[src/rtl/pdseq_pkg.sv]
package pdseq_pkg;
   localparam int NLANE  = 7;
   localparam int LN_PCI  = 0;
   localparam int LN_BUF  = 1;
   localparam int LN_BUFE = 2;
   localparam int LN_CPU  = 3;
   localparam int LN_DRV  = 4;
   localparam int LN_F48  = 5;
   localparam int LN_REF  = 6;
   localparam int N_DOWN  = 5;
   localparam int N_UP    = 4;
   localparam int STG_W   = 3;

   typedef logic [NLANE-1:0] lane_vec_t;

   typedef enum logic [2:0] {
      ST_RUN, ST_DOWN, ST_SLEEP, ST_WAKE, ST_UP, ST_GAP
   } seq_st_e;

   // lanes gated by each entry stage
   function automatic lane_vec_t down_mask(input logic [STG_W-1:0] s);
      lane_vec_t m;
      m = '0;
      case (s)
         3'd0: m[LN_PCI] = 1'b1;
         3'd1: begin m[LN_BUF] = 1'b1; m[LN_BUFE] = 1'b1; end
         3'd2: begin m[LN_CPU] = 1'b1; m[LN_DRV] = 1'b1; end
         3'd3: m[LN_F48] = 1'b1;
         3'd4: m[LN_REF] = 1'b1;
         default: m = '0;
      endcase
      return m;
   endfunction

   // lanes released by each exit stage
   function automatic lane_vec_t up_mask(input logic [STG_W-1:0] s);
      lane_vec_t m;
      m = '0;
      case (s)
         3'd0: begin m[LN_CPU] = 1'b1; m[LN_DRV] = 1'b1; m[LN_BUFE] = 1'b1; end
         3'd1: m[LN_BUF] = 1'b1;
         3'd2: m[LN_PCI] = 1'b1;
         3'd3: begin m[LN_F48] = 1'b1; m[LN_REF] = 1'b1; end
         default: m = '0;
      endcase
      return m;
   endfunction
endpackage

[src/rtl/pdseq_req_filter.sv]
module pdseq_req_filter (
   input  logic clk,
   input  logic rst_n,
   input  logic pwrdn_n,
   output logic req
);
   logic prev_n;

   always_ff @(posedge clk or negedge rst_n) begin
      if (!rst_n) begin
         prev_n <= 1'b1;
         req    <= 1'b0;
      end else begin
         prev_n <= pwrdn_n;
         if (!pwrdn_n && !prev_n)
            req <= 1'b1;
         else if (pwrdn_n && prev_n)
            req <= 1'b0;
      end
   end


   req_rise_two_low_chk: assert property (@(posedge clk) disable iff (!rst_n)
      $rose(req) |-> (!$past(pwrdn_n) && !$past(pwrdn_n, 2)));

   req_fall_two_high_chk: assert property (@(posedge clk) disable iff (!rst_n)
      $fell(req) |-> ($past(pwrdn_n) && $past(pwrdn_n, 2)));
endmodule

[src/rtl/pdseq_gate_lane.sv]
module pdseq_gate_lane #(
   parameter bit PARK_HIGH = 1'b0
) (
   input  logic clk,
   input  logic rst_n,
   input  logic src,
   input  logic want,
   output logic en
);
   logic safe;

   generate
      if (PARK_HIGH) begin : g_park_hi
         assign safe = src;

         pair_gate_edge_chk: assert property (@(posedge clk) disable iff (!rst_n)
            !$stable(en) |-> $past(src));
      end else begin : g_park_lo
         assign safe = ~src;

         se_gate_edge_chk: assert property (@(posedge clk) disable iff (!rst_n)
            !$stable(en) |-> !$past(src));
      end
   endgenerate

   always_ff @(posedge clk or negedge rst_n) begin
      if (!rst_n)
         en <= 1'b1;
      else if (safe)
         en <= want;
   end
endmodule

[src/rtl/pdseq_ctrl.sv]
module pdseq_ctrl
   import pdseq_pkg::*;
#(
   parameter int GAP_CYCLES = 4000
) (
   input  logic      clk,
   input  logic      rst_n,
   input  logic      req,
   input  logic      lock,
   input  lane_vec_t en,
   output lane_vec_t want,
   output logic      sleep
);
   localparam int CNT_W = $clog2(GAP_CYCLES + 1);
   localparam logic [CNT_W-1:0] CNT_LAST = CNT_W'(GAP_CYCLES - 1);

   seq_st_e          st;
   logic [STG_W-1:0] stg;
   logic [CNT_W-1:0] cnt;
   lane_vec_t        dm, um;
   logic             down_done, up_done;

   assign dm        = down_mask(stg);
   assign um        = up_mask(stg);
   assign down_done = ((en & dm) == '0) && ((want & dm) == '0);
   assign up_done   = ((en & um) == um) && ((want & um) == um);

   always_ff @(posedge clk or negedge rst_n) begin
      if (!rst_n) begin
         st    <= ST_RUN;
         stg   <= '0;
         cnt   <= '0;
         want  <= '1;
         sleep <= 1'b0;
      end else begin
         case (st)
            ST_RUN: if (req) begin
               st  <= ST_DOWN;
               stg <= '0;
            end
            ST_DOWN: begin
               want <= want & ~dm;
               if (down_done) begin
                  if (stg == STG_W'(N_DOWN - 1)) begin
                     st    <= ST_SLEEP;
                     sleep <= 1'b1;
                  end else begin
                     stg <= stg + 1'b1;
                  end
               end
            end
            ST_SLEEP: if (!req) begin
               sleep <= 1'b0;
               st    <= ST_WAKE;
            end
            ST_WAKE: begin
               if (req) begin
                  st  <= ST_DOWN;
                  stg <= '0;
               end else if (lock) begin
                  st  <= ST_UP;
                  stg <= '0;
               end
            end
            ST_UP: begin
               if (req) begin
                  st  <= ST_DOWN;
                  stg <= '0;
               end else begin
                  want <= want | um;
                  if (up_done) begin
                     if (stg == '0) begin
                        st  <= ST_GAP;
                        cnt <= '0;
                     end else if (stg == STG_W'(N_UP - 1)) begin
                        st <= ST_RUN;
                     end else begin
                        stg <= stg + 1'b1;
                     end
                  end
               end
            end
            ST_GAP: begin
               if (req) begin
                  st  <= ST_DOWN;
                  stg <= '0;
               end else if (cnt == CNT_LAST) begin
                  st  <= ST_UP;
                  stg <= STG_W'(1);
               end else begin
                  cnt <= cnt + 1'b1;
               end
            end
            default: st <= ST_RUN;
         endcase
      end
   end


   sleep_all_parked_chk: assert property (@(posedge clk) disable iff (!rst_n)
      sleep |-> (en == '0));

   wait_lock_parked_chk: assert property (@(posedge clk) disable iff (!rst_n)
      (st == ST_WAKE) |-> (en == '0));

   late_buf_after_cpu_chk: assert property (@(posedge clk) disable iff (!rst_n)
      en[LN_BUF] |-> (en[LN_CPU] && en[LN_DRV]));

   pci_after_buf_chk: assert property (@(posedge clk) disable iff (!rst_n)
      en[LN_PCI] |-> en[LN_BUF]);

   reenter_restart_chk: assert property (@(posedge clk) disable iff (!rst_n)
      (((st == ST_UP) || (st == ST_GAP)) && req) |=> ((st == ST_DOWN) && (stg == '0)));
endmodule

[src/rtl/clk_pwrdn_sequencer.sv]
module clk_pwrdn_sequencer
   import pdseq_pkg::*;
#(
   parameter int N_PCI      = 10,
   parameter int N_B66      = 3,
   parameter int B66_EARLY  = 1,
   parameter int N_CPU      = 3,
   parameter int N_D66      = 2,
   parameter int CLK_MHZ    = 100,
   parameter int GAP_CYCLES = 4000
) (
   input  logic             clk,
   input  logic             rst_n,
   input  logic             pwrdn_n,
   input  logic             pll_locked,
   input  logic             pci_src,
   input  logic             b66_src,
   input  logic             cpu_src,
   input  logic             d66_src,
   input  logic             f48_src,
   input  logic             ref_src,
   output logic [N_PCI-1:0] pci_clk,
   output logic [N_B66-1:0] b66_clk,
   output logic [N_CPU-1:0] cpu_t,
   output logic [N_CPU-1:0] cpu_c,
   output logic [N_CPU-1:0] cpu_c_oe,
   output logic [N_D66-1:0] d66_clk,
   output logic             usb_clk,
   output logic             dot_clk,
   output logic             ref_clk,
   output logic             osc_pll_sleep
);
   localparam int GAP_MIN = 30 * CLK_MHZ;
   localparam int GAP_MAX = 400 * CLK_MHZ;

   initial begin

      gap_window_chk: assert (GAP_CYCLES > GAP_MIN && GAP_CYCLES < GAP_MAX)
         else $error("release gap outside the 30 to 400 us window");
      early_idx_chk: assert (B66_EARLY >= 0 && B66_EARLY < N_B66)
         else $error("early buffered index out of range");
      widths_chk: assert (N_PCI > 0 && N_CPU > 0 && N_D66 > 0)
         else $error("output group widths must be positive");
   end

   logic      req;
   lane_vec_t want, en, lane_src;

   pdseq_req_filter u_filt (
      .clk     (clk),
      .rst_n   (rst_n),
      .pwrdn_n (pwrdn_n),
      .req     (req)
   );

   pdseq_ctrl #(.GAP_CYCLES(GAP_CYCLES)) u_ctrl (
      .clk   (clk),
      .rst_n (rst_n),
      .req   (req),
      .lock  (pll_locked),
      .en    (en),
      .want  (want),
      .sleep (osc_pll_sleep)
   );

   assign lane_src[LN_PCI]  = pci_src;
   assign lane_src[LN_BUF]  = b66_src;
   assign lane_src[LN_BUFE] = b66_src;
   assign lane_src[LN_CPU]  = cpu_src;
   assign lane_src[LN_DRV]  = d66_src;
   assign lane_src[LN_F48]  = f48_src;
   assign lane_src[LN_REF]  = ref_src;

   generate
      for (genvar g = 0; g < NLANE; g++) begin : g_lane
         pdseq_gate_lane #(.PARK_HIGH(g == LN_CPU)) u_gate (
            .clk   (clk),
            .rst_n (rst_n),
            .src   (lane_src[g]),
            .want  (want[g]),
            .en    (en[g])
         );
      end

      for (genvar b = 0; b < N_B66; b++) begin : g_b66
         if (b == B66_EARLY) begin : g_early
            assign b66_clk[b] = b66_src & en[LN_BUFE];
         end else begin : g_late
            assign b66_clk[b] = b66_src & en[LN_BUF];
         end
      end
   endgenerate

   assign pci_clk  = {N_PCI{pci_src & en[LN_PCI]}};
   assign cpu_t    = en[LN_CPU] ? {N_CPU{cpu_src}} : {N_CPU{1'b1}};
   assign cpu_c    = {N_CPU{en[LN_CPU] & ~cpu_src}};
   assign cpu_c_oe = {N_CPU{en[LN_CPU]}};
   assign d66_clk  = {N_D66{d66_src & en[LN_DRV]}};
   assign usb_clk  = f48_src & en[LN_F48];
   assign dot_clk  = f48_src & en[LN_F48];
   assign ref_clk  = ref_src & en[LN_REF];
endmodule

[config.mk]
export PLATFORM = sky130hd
export DESIGN_NAME = clk_pwrdn_sequencer
export DESIGN_NICKNAME = d
export VERILOG_FILES = /design/src/rtl/pdseq_pkg.sv /design/src/rtl/pdseq_req_filter.sv /design/src/rtl/pdseq_gate_lane.sv /design/src/rtl/pdseq_ctrl.sv /design/src/rtl/clk_pwrdn_sequencer.sv
export SDC_FILE = /design/constraint.sdc
export NUM_CORES = 1
export LEC_CHECK = 0
export CAP_MARGIN = 40
export CORE_MARGIN = 2
export CORE_UTILIZATION = 47
export CTS_CLUSTER_DIAMETER = 50
export DETAILED_ROUTE_END_ITERATION = 8
export GPL_ROUTABILITY_DRIVEN = 0
export PLACE_DENSITY = 0.75
export SLEW_MARGIN = 25
export SYNTH_ARGS = -nofsm -noshare
export SYNTH_HDL_FRONTEND = slang
export SYNTH_SLANG_ARGS = --single-unit
[constraint.sdc]
create_clock -name clk -period 1.8 [get_ports clk]
set_input_delay 0.36 -clock clk [delete_from_list [all_inputs] [get_ports clk]]
set_output_delay 0.36 -clock clk [all_outputs]
set_load 0.03 [all_outputs]
; Word level (Yosys, flattened, before mapping)
; Index checks and enable logic that the tools add are counted.
[op_classes]
add_sub_neg = 2
reduce_logical = 20
n_eq_ne = 28
bitwise_logic = 15
n_mux = 49
[ops]
columns = cell, n
row1 = $mux W3, 25
row2 = $mux W12, 5
row3 = $and A7 B7 Y7, 5
row4 = $pmux W12 S2, 1
row5 = $pmux W3 S6, 1
row6 = $pmux W3 S5, 1
row7 = $eq A7 B7 Y1, 2
row8 = $logic_not A7 Y1, 2
row9 = $pmux W7 S2, 1
row10 = $add A12 B1 Y12 const B, 1
row11 = $eq A12 B12 Y1 const B, 1
row12 = $eq A3 B2 Y1 const B, 4
row13 = $ne A2 B2 Y1 const B, 6
row14 = $mux W1, 10
row15 = $eq A3 B3 Y1 const B, 3
row16 = $ne A3 B3 Y1 const B, 3
row17 = $reduce_and A9 Y1, 1
row18 = $ne A2 B1 Y1 const B, 4
row19 = $reduce_and A8 Y1, 1
row20 = $reduce_bool A2 Y1, 4
row21 = $and A1 B1 Y1, 7
row22 = $mux W7, 1
row23 = $not A7 Y7, 1
row24 = $or A7 B7 Y7, 1
row25 = 14 further kinds, 23
[totals]
ff_bits = 35
inputBits = 10
elab_cells = 128
output_inout_bits = 28

; Logic depth before layout (Yosys ltp)
[depth]
ltp_word = 8
mapped_depth = 9
depth_no_buf = 8

; By module
; From an unflattened synthesis, not the netlist that was laid out.
[unflattened]
cells_unflattened = 237
hier_area_um2 = 2199.6
[by_module_without_submodules]
columns = module, instances, seq_area_each_um2, cells_each, area_per_inst_um2
row1 = pdseq_ctrl, 1, 659.4, 190, 1631.6
row2 = pdseq_gate_lane, 7, 26.3, 2, 41.3
row3 = clk_pwrdn_sequencer, 1, 0.0, 27, 192.7
row4 = pdseq_req_filter, 1, 51.3, 6, 86.3

; Worst setup path after synthesis
; OpenSTA, ideal clock, no wires.
[synth_timing]
kind = register -> register
from = register u_ctrl.stg[0]
to = register u_ctrl.st[2]
setup_slack_ns = -0.164
path_stages_with_launch = 9
required_time_ns = 1.729
arrival_time_ns = 1.894
synth_period_minus_slack_ns = 1.964
path_buffers = 0
setup_ns = 0.071
cell_sequence = dfrtp_1 ha_1 ha_1 o21ai_0 o221ai_1 o21ai_1 o2111ai_1 or4_1 nand4_1
[synth_via]
elab_chain_cells = 7
elab_cells_between_ends = 33
cone_classes = 10 x eq/ne / 13 x mux / 4 x bitwise / 6 x reduce/logical
[synth_rtl]
columns = item, line
row1 = start: declaration, pdseq_ctrl.sv:18  ; logic [STG_W-1:0] stg;
row2 = start signal: assignment, pdseq_ctrl.sv:48  ; stg <= stg + 1'b1;
row3 = start signal: assignment, pdseq_ctrl.sv:78  ; stg <= stg + 1'b1;
row4 = "$eq A3 B2 Y1, or another cell as far along", "pdseq_pkg.sv:24, pdseq_pkg.sv:39"
row5 = "$mux W1, or another cell as far along", pdseq_pkg.sv:39  ; case (s)
row6 = $and A7 B7 Y7 (on tied branches), "pdseq_ctrl.sv:26, pdseq_ctrl.sv:25"
row7 = $eq A7 B7 Y1 / $logic_not A7 Y1 (equally long branches), "pdseq_ctrl.sv:26, pdseq_ctrl.sv:25"
row8 = $logic_and A1 B1 Y1 (on tied branches), "pdseq_ctrl.sv:26, pdseq_ctrl.sv:25"
row9 = $ne A3 B2 Y1 (no source line) / $ne A2 B1 Y1 (equally long branches), n/a
row10 = $reduce_and A8 Y1 (no source line), n/a
row11 = end signal: assignment, pdseq_ctrl.sv:30  ; st <= ST_RUN;
row12 = end signal: assignment, pdseq_ctrl.sv:38  ; st <= ST_DOWN;
row13 = end signal: assignment, pdseq_ctrl.sv:45  ; st <= ST_SLEEP;
row14 = end: declaration, pdseq_ctrl.sv:17  ; seq_st_e st;
; Parallel ways exist; a longest one is shown, timed or not. The select of a mux whose other input is x is not followed.
; A chain may end at the register's enable or synchronous reset.

; Worst setup path in the final report
[layout_timing]
from = register u_ctrl.stg[1]
to = register u_ctrl.stg[2]
[layout_via]
elab_chain_cells = 7
elab_cells_between_ends = 38
cone_classes = 1 x add/sub / 11 x eq/ne / 16 x mux / 4 x bitwise / 6 x reduce/logical
[layout_rtl]
columns = item, line
row1 = "$eq A3 B2 Y1, or another cell as far along", "pdseq_pkg.sv:24, pdseq_pkg.sv:39"
row2 = "$mux W1, or another cell as far along", pdseq_pkg.sv:39
row3 = $and A7 B7 Y7 (on tied branches), "pdseq_ctrl.sv:26, pdseq_ctrl.sv:25"
row4 = $eq A7 B7 Y1 / $logic_not A7 Y1 (equally long branches), "pdseq_ctrl.sv:26, pdseq_ctrl.sv:25"
row5 = $logic_and A1 B1 Y1 (on tied branches), "pdseq_ctrl.sv:26, pdseq_ctrl.sv:25"
row6 = $ne A3 B2 Y1 (no source line) / $ne A2 B1 Y1 (equally long branches), n/a
row7 = $reduce_and A9 Y1 (no source line), n/a
; Parallel ways exist; a longest one is shown, timed or not. The select of a mux whose other input is x is not followed.

==> results_dict.tcl <==
set metrics [dict create \
    p_sw_share_pct 42.4 \
    final_common_cell "buf_4" \
    cts-buffers-inserted 5 \
    io_pins 38 \
    grt_pass1_wl_um 8510 \
    cts_num_sinks 35 \
    final_max_slew_viol_count 0 \
    yosysWarnings 0 \
    clk_pin_slew_ns 0.07 \
    finalCritPeriodShare_pct 112 \
    final_nets 316 \
    cts_buffer_depth 2 \
    chipWidth_um 71.6 \
    drt_iter0_drc 96 \
    routedWlPerCell_um 16.6 \
    grt_use_total_pct 21.2 \
    core_area_mm2 0.00438 \
    drc 0 \
    hold_class "input pin to asynchronous set/reset pin" \
    p_leak_uw 0.00136 \
    p_switching_uw 2140 \
    htree_num_levels 2 \
    synth_area_per_cell_um2 9.02 \
    routed_wl_um 5840 \
    period_needed_ns 2.02 \
    final_cell_mix "buf_4, nand2_1, nor2_1" \
    tns_ns -1.67 \
    tightestPinTransition_ns 0.357 \
    fin_cells 352 \
    synthArstFlopShare_pct 100 \
    p_comb_share_pct 60.6 \
    fillCellCount 333 \
    finish.utilization_pct 69.1 \
    maxSlewHeadroom_pct 76.1 \
    max_freq_ghz 0.494 \
    synth_top_area_share_pct 23.3 \
    worstSetupPathType "flip-flop to flip-flop" \
    overflow 0 \
    ir_drop_mv 0.777 \
    p_clk_share_pct 13.8 \
    clock_latency_ns 0.30 \
    crit_path_end_kind "flip-flop" \
    skew_ns 0.00678 \
    n_antenna_cell 0 \
    die-area_mm2 0.00512 \
    synth_area_mm2 0.00215 \
    synth_area_leaders "dfrtp_1, dfstp_2, buf_4" \
    drive_above_1_share_pct 46.3 \
    syn_inst 238 \
    portBuffers 37 \
    dp_cells 339 \
    start_kind "flip-flop" \
    violations "setup timing" \
    dp_hpwl_um 3590 \
    ys_seq_elements 35 \
    first_pass_iters 4 \
    synth-main-ff-cell "dfrtp_1" \
    area_growth_syn_to_layout_pct 41.1 \
    setup_viol_count_final 21 \
    root_buffer "clkbuf_8" \
    synth_nets 255 \
    synthDistinctLibCells 45 \
    viasPerCell 5.56 \
    hold_buffers 0 \
    finalHoldViolations 0 \
    antenna_found_initial 0 \
    arrival_ns 2.20 \
    pwr-share-seq_pct 25.6 \
    die_height_um 71.6 \
    required_ns 1.98 \
    yosysSeqAreaShare_pct 41.7 \
    ant_nets 0 \
    vias 1956 \
    fin_ws_ns -0.224 \
    rows 24 \
    rsz0062_at_grt "yes" \
    initial_core_util_pct 48.9 \
    grt_pass1_vias 1872 \
    cts_tree "yes" \
    netlist.top_cell.by_area "dfrtp_1" \
    grt_max_degree 36 \
    synth-edff-count 0 \
    status "finished, violations left" \
    powerDensity_mw_per_mm2 1670 \
    p_int_uw 2910 \
    max-cap-violations 0 \
    cp_max_fo 3 \
]
state kept, by name (all words and copies together) (netlist names), named ones only:
signal,flops
u_ctrl.want,5
u_ctrl.stg,3
u_filt.req,1
u_ctrl.cnt,12
u_filt.prev_n,1
u_ctrl.st,3
u_ctrl.sleep,1
g_lane.u_gate.en,7
through the flow:
step | total power, uW | setup slack (ns) | hold WS [ns] | area [um2]
final | 5050 | -0.224 | 0.426 | 3030
after global routing | 5360 | -0.296 | 0.434 | 3030
after CTS | 4680 | -0.207 | 0.436 | 2870
after detailed placement | 3710 | -0.216 | 0.460 | 2660
after global placement | 3670 | -0.149 | 0.462 | 2660
after floorplan | 2840 | -0.130 | 0.0644 | 2160
cell families after synthesis:
logic type	after synthesis	share of synthesized area [%]
multiplexers	9	4.66
buffers and inverters	35	9.56
AO/OA/AOI/OAI	62	18.1
adder cells (fa/ha/maj)	7	4.08
flip-flops	35	41.7
AND/OR/NAND/NOR	90	21.9
timing repair:
action                                  CTS  global route
pin swaps                                 8            18
endpoints found under the setup margin   32            24
gates cloned                              1             0
gates resized for setup                  24            34
buffers inserted                          4             2
synth_stat cells, types with 3 or more instances:
| cell | number |
|---|---|
| nand2_1 | 23 |
| dfrtp_1 | 20 |
| nor2_1 | 20 |
| buf_4 | 19 |
| o21ai_1 | 16 |
| dfstp_2 | 15 |
| a21oi_1 | 10 |
| and2_1 | 10 |
| inv_1 | 8 |
| mux2_2 | 8 |
| ha_1 | 7 |
| o21ai_0 | 7 |
| and3_1 | 6 |
| nand2b_1 | 6 |
| nand3_1 | 6 |
| o21bai_1 | 6 |
| clkbuf_1 | 5 |
| a31oi_1 | 4 |
| nand4_1 | 4 |
| nor2b_1 | 3 |
final timing paths:
kind	depth (start not counted)	endpoint	slack, ns	from
worst max-delay path	9	u_ctrl.stg[2]$_DFFE_PN0P_	-0.22	u_ctrl.stg[1]$_DFFE_PN0P_
worst min-delay path	2	u_ctrl.cnt[9]$_DFFE_PN0P_	0.43	rst_n
worst max register to register	9	u_ctrl.stg[2]$_DFFE_PN0P_	-0.22	u_ctrl.stg[1]$_DFFE_PN0P_
worst min register to register	2	flip-flop	0.49	flip-flop
max in group asynchronous	2	g_lane[0].u_gate.en$_DFFE_PN1N_	1.12	rst_n
min in group clk	2	flip-flop	0.49	flip-flop
power by group through the flow:
| stage | Combinational, uW | Sequential (uW) | Clock, uW |
|---|---|---|---|
| 2_1_floorplan | 1590 | 1250 | 0 |
| 3_3_place_gp | 2410 | 1260 | 0 |
| 3_5_place_dp | 2440 | 1270 | 0 |
| 4_1_cts | 2710 | 1260 | 698 |
| 5_1_grt | 3290 | 1330 | 742 |
| 6_report | 3060 | 1290 | 698 |
critical path, stage by stage, from the launching register on:
cell      delay (ns)
dfrtp_1         0.45
inv_2           0.10
ha_4            0.18
nand2b_4        0.08
o22a_1          0.21
buf_6           0.12
a21oi_4         0.05
a211oi_2        0.22
nand3_2         0.17
mux2_4          0.33
layout make-up:
cell class                 instances  area (um2)  area share (%)
clock buffer                       5        68.8            2.27
clock inverter                     3        38.8            1.28
inverter                           8        30.0           0.992
multi-input combinational        168        1260            41.5
sequential                        35         897            29.6
tap                               52        65.1            2.15
timing repair buffer              81         671            22.1
routing by layer:
metal	global-route usage, %	vias up	routed length, um
li1	-	943	-
met1	27.4	958	2480
met2	35.3	44	3040
met3	4.22	11	222
met4	7.76	0	102
met5	0	-	0
Power figures use the tool's default switching activity.
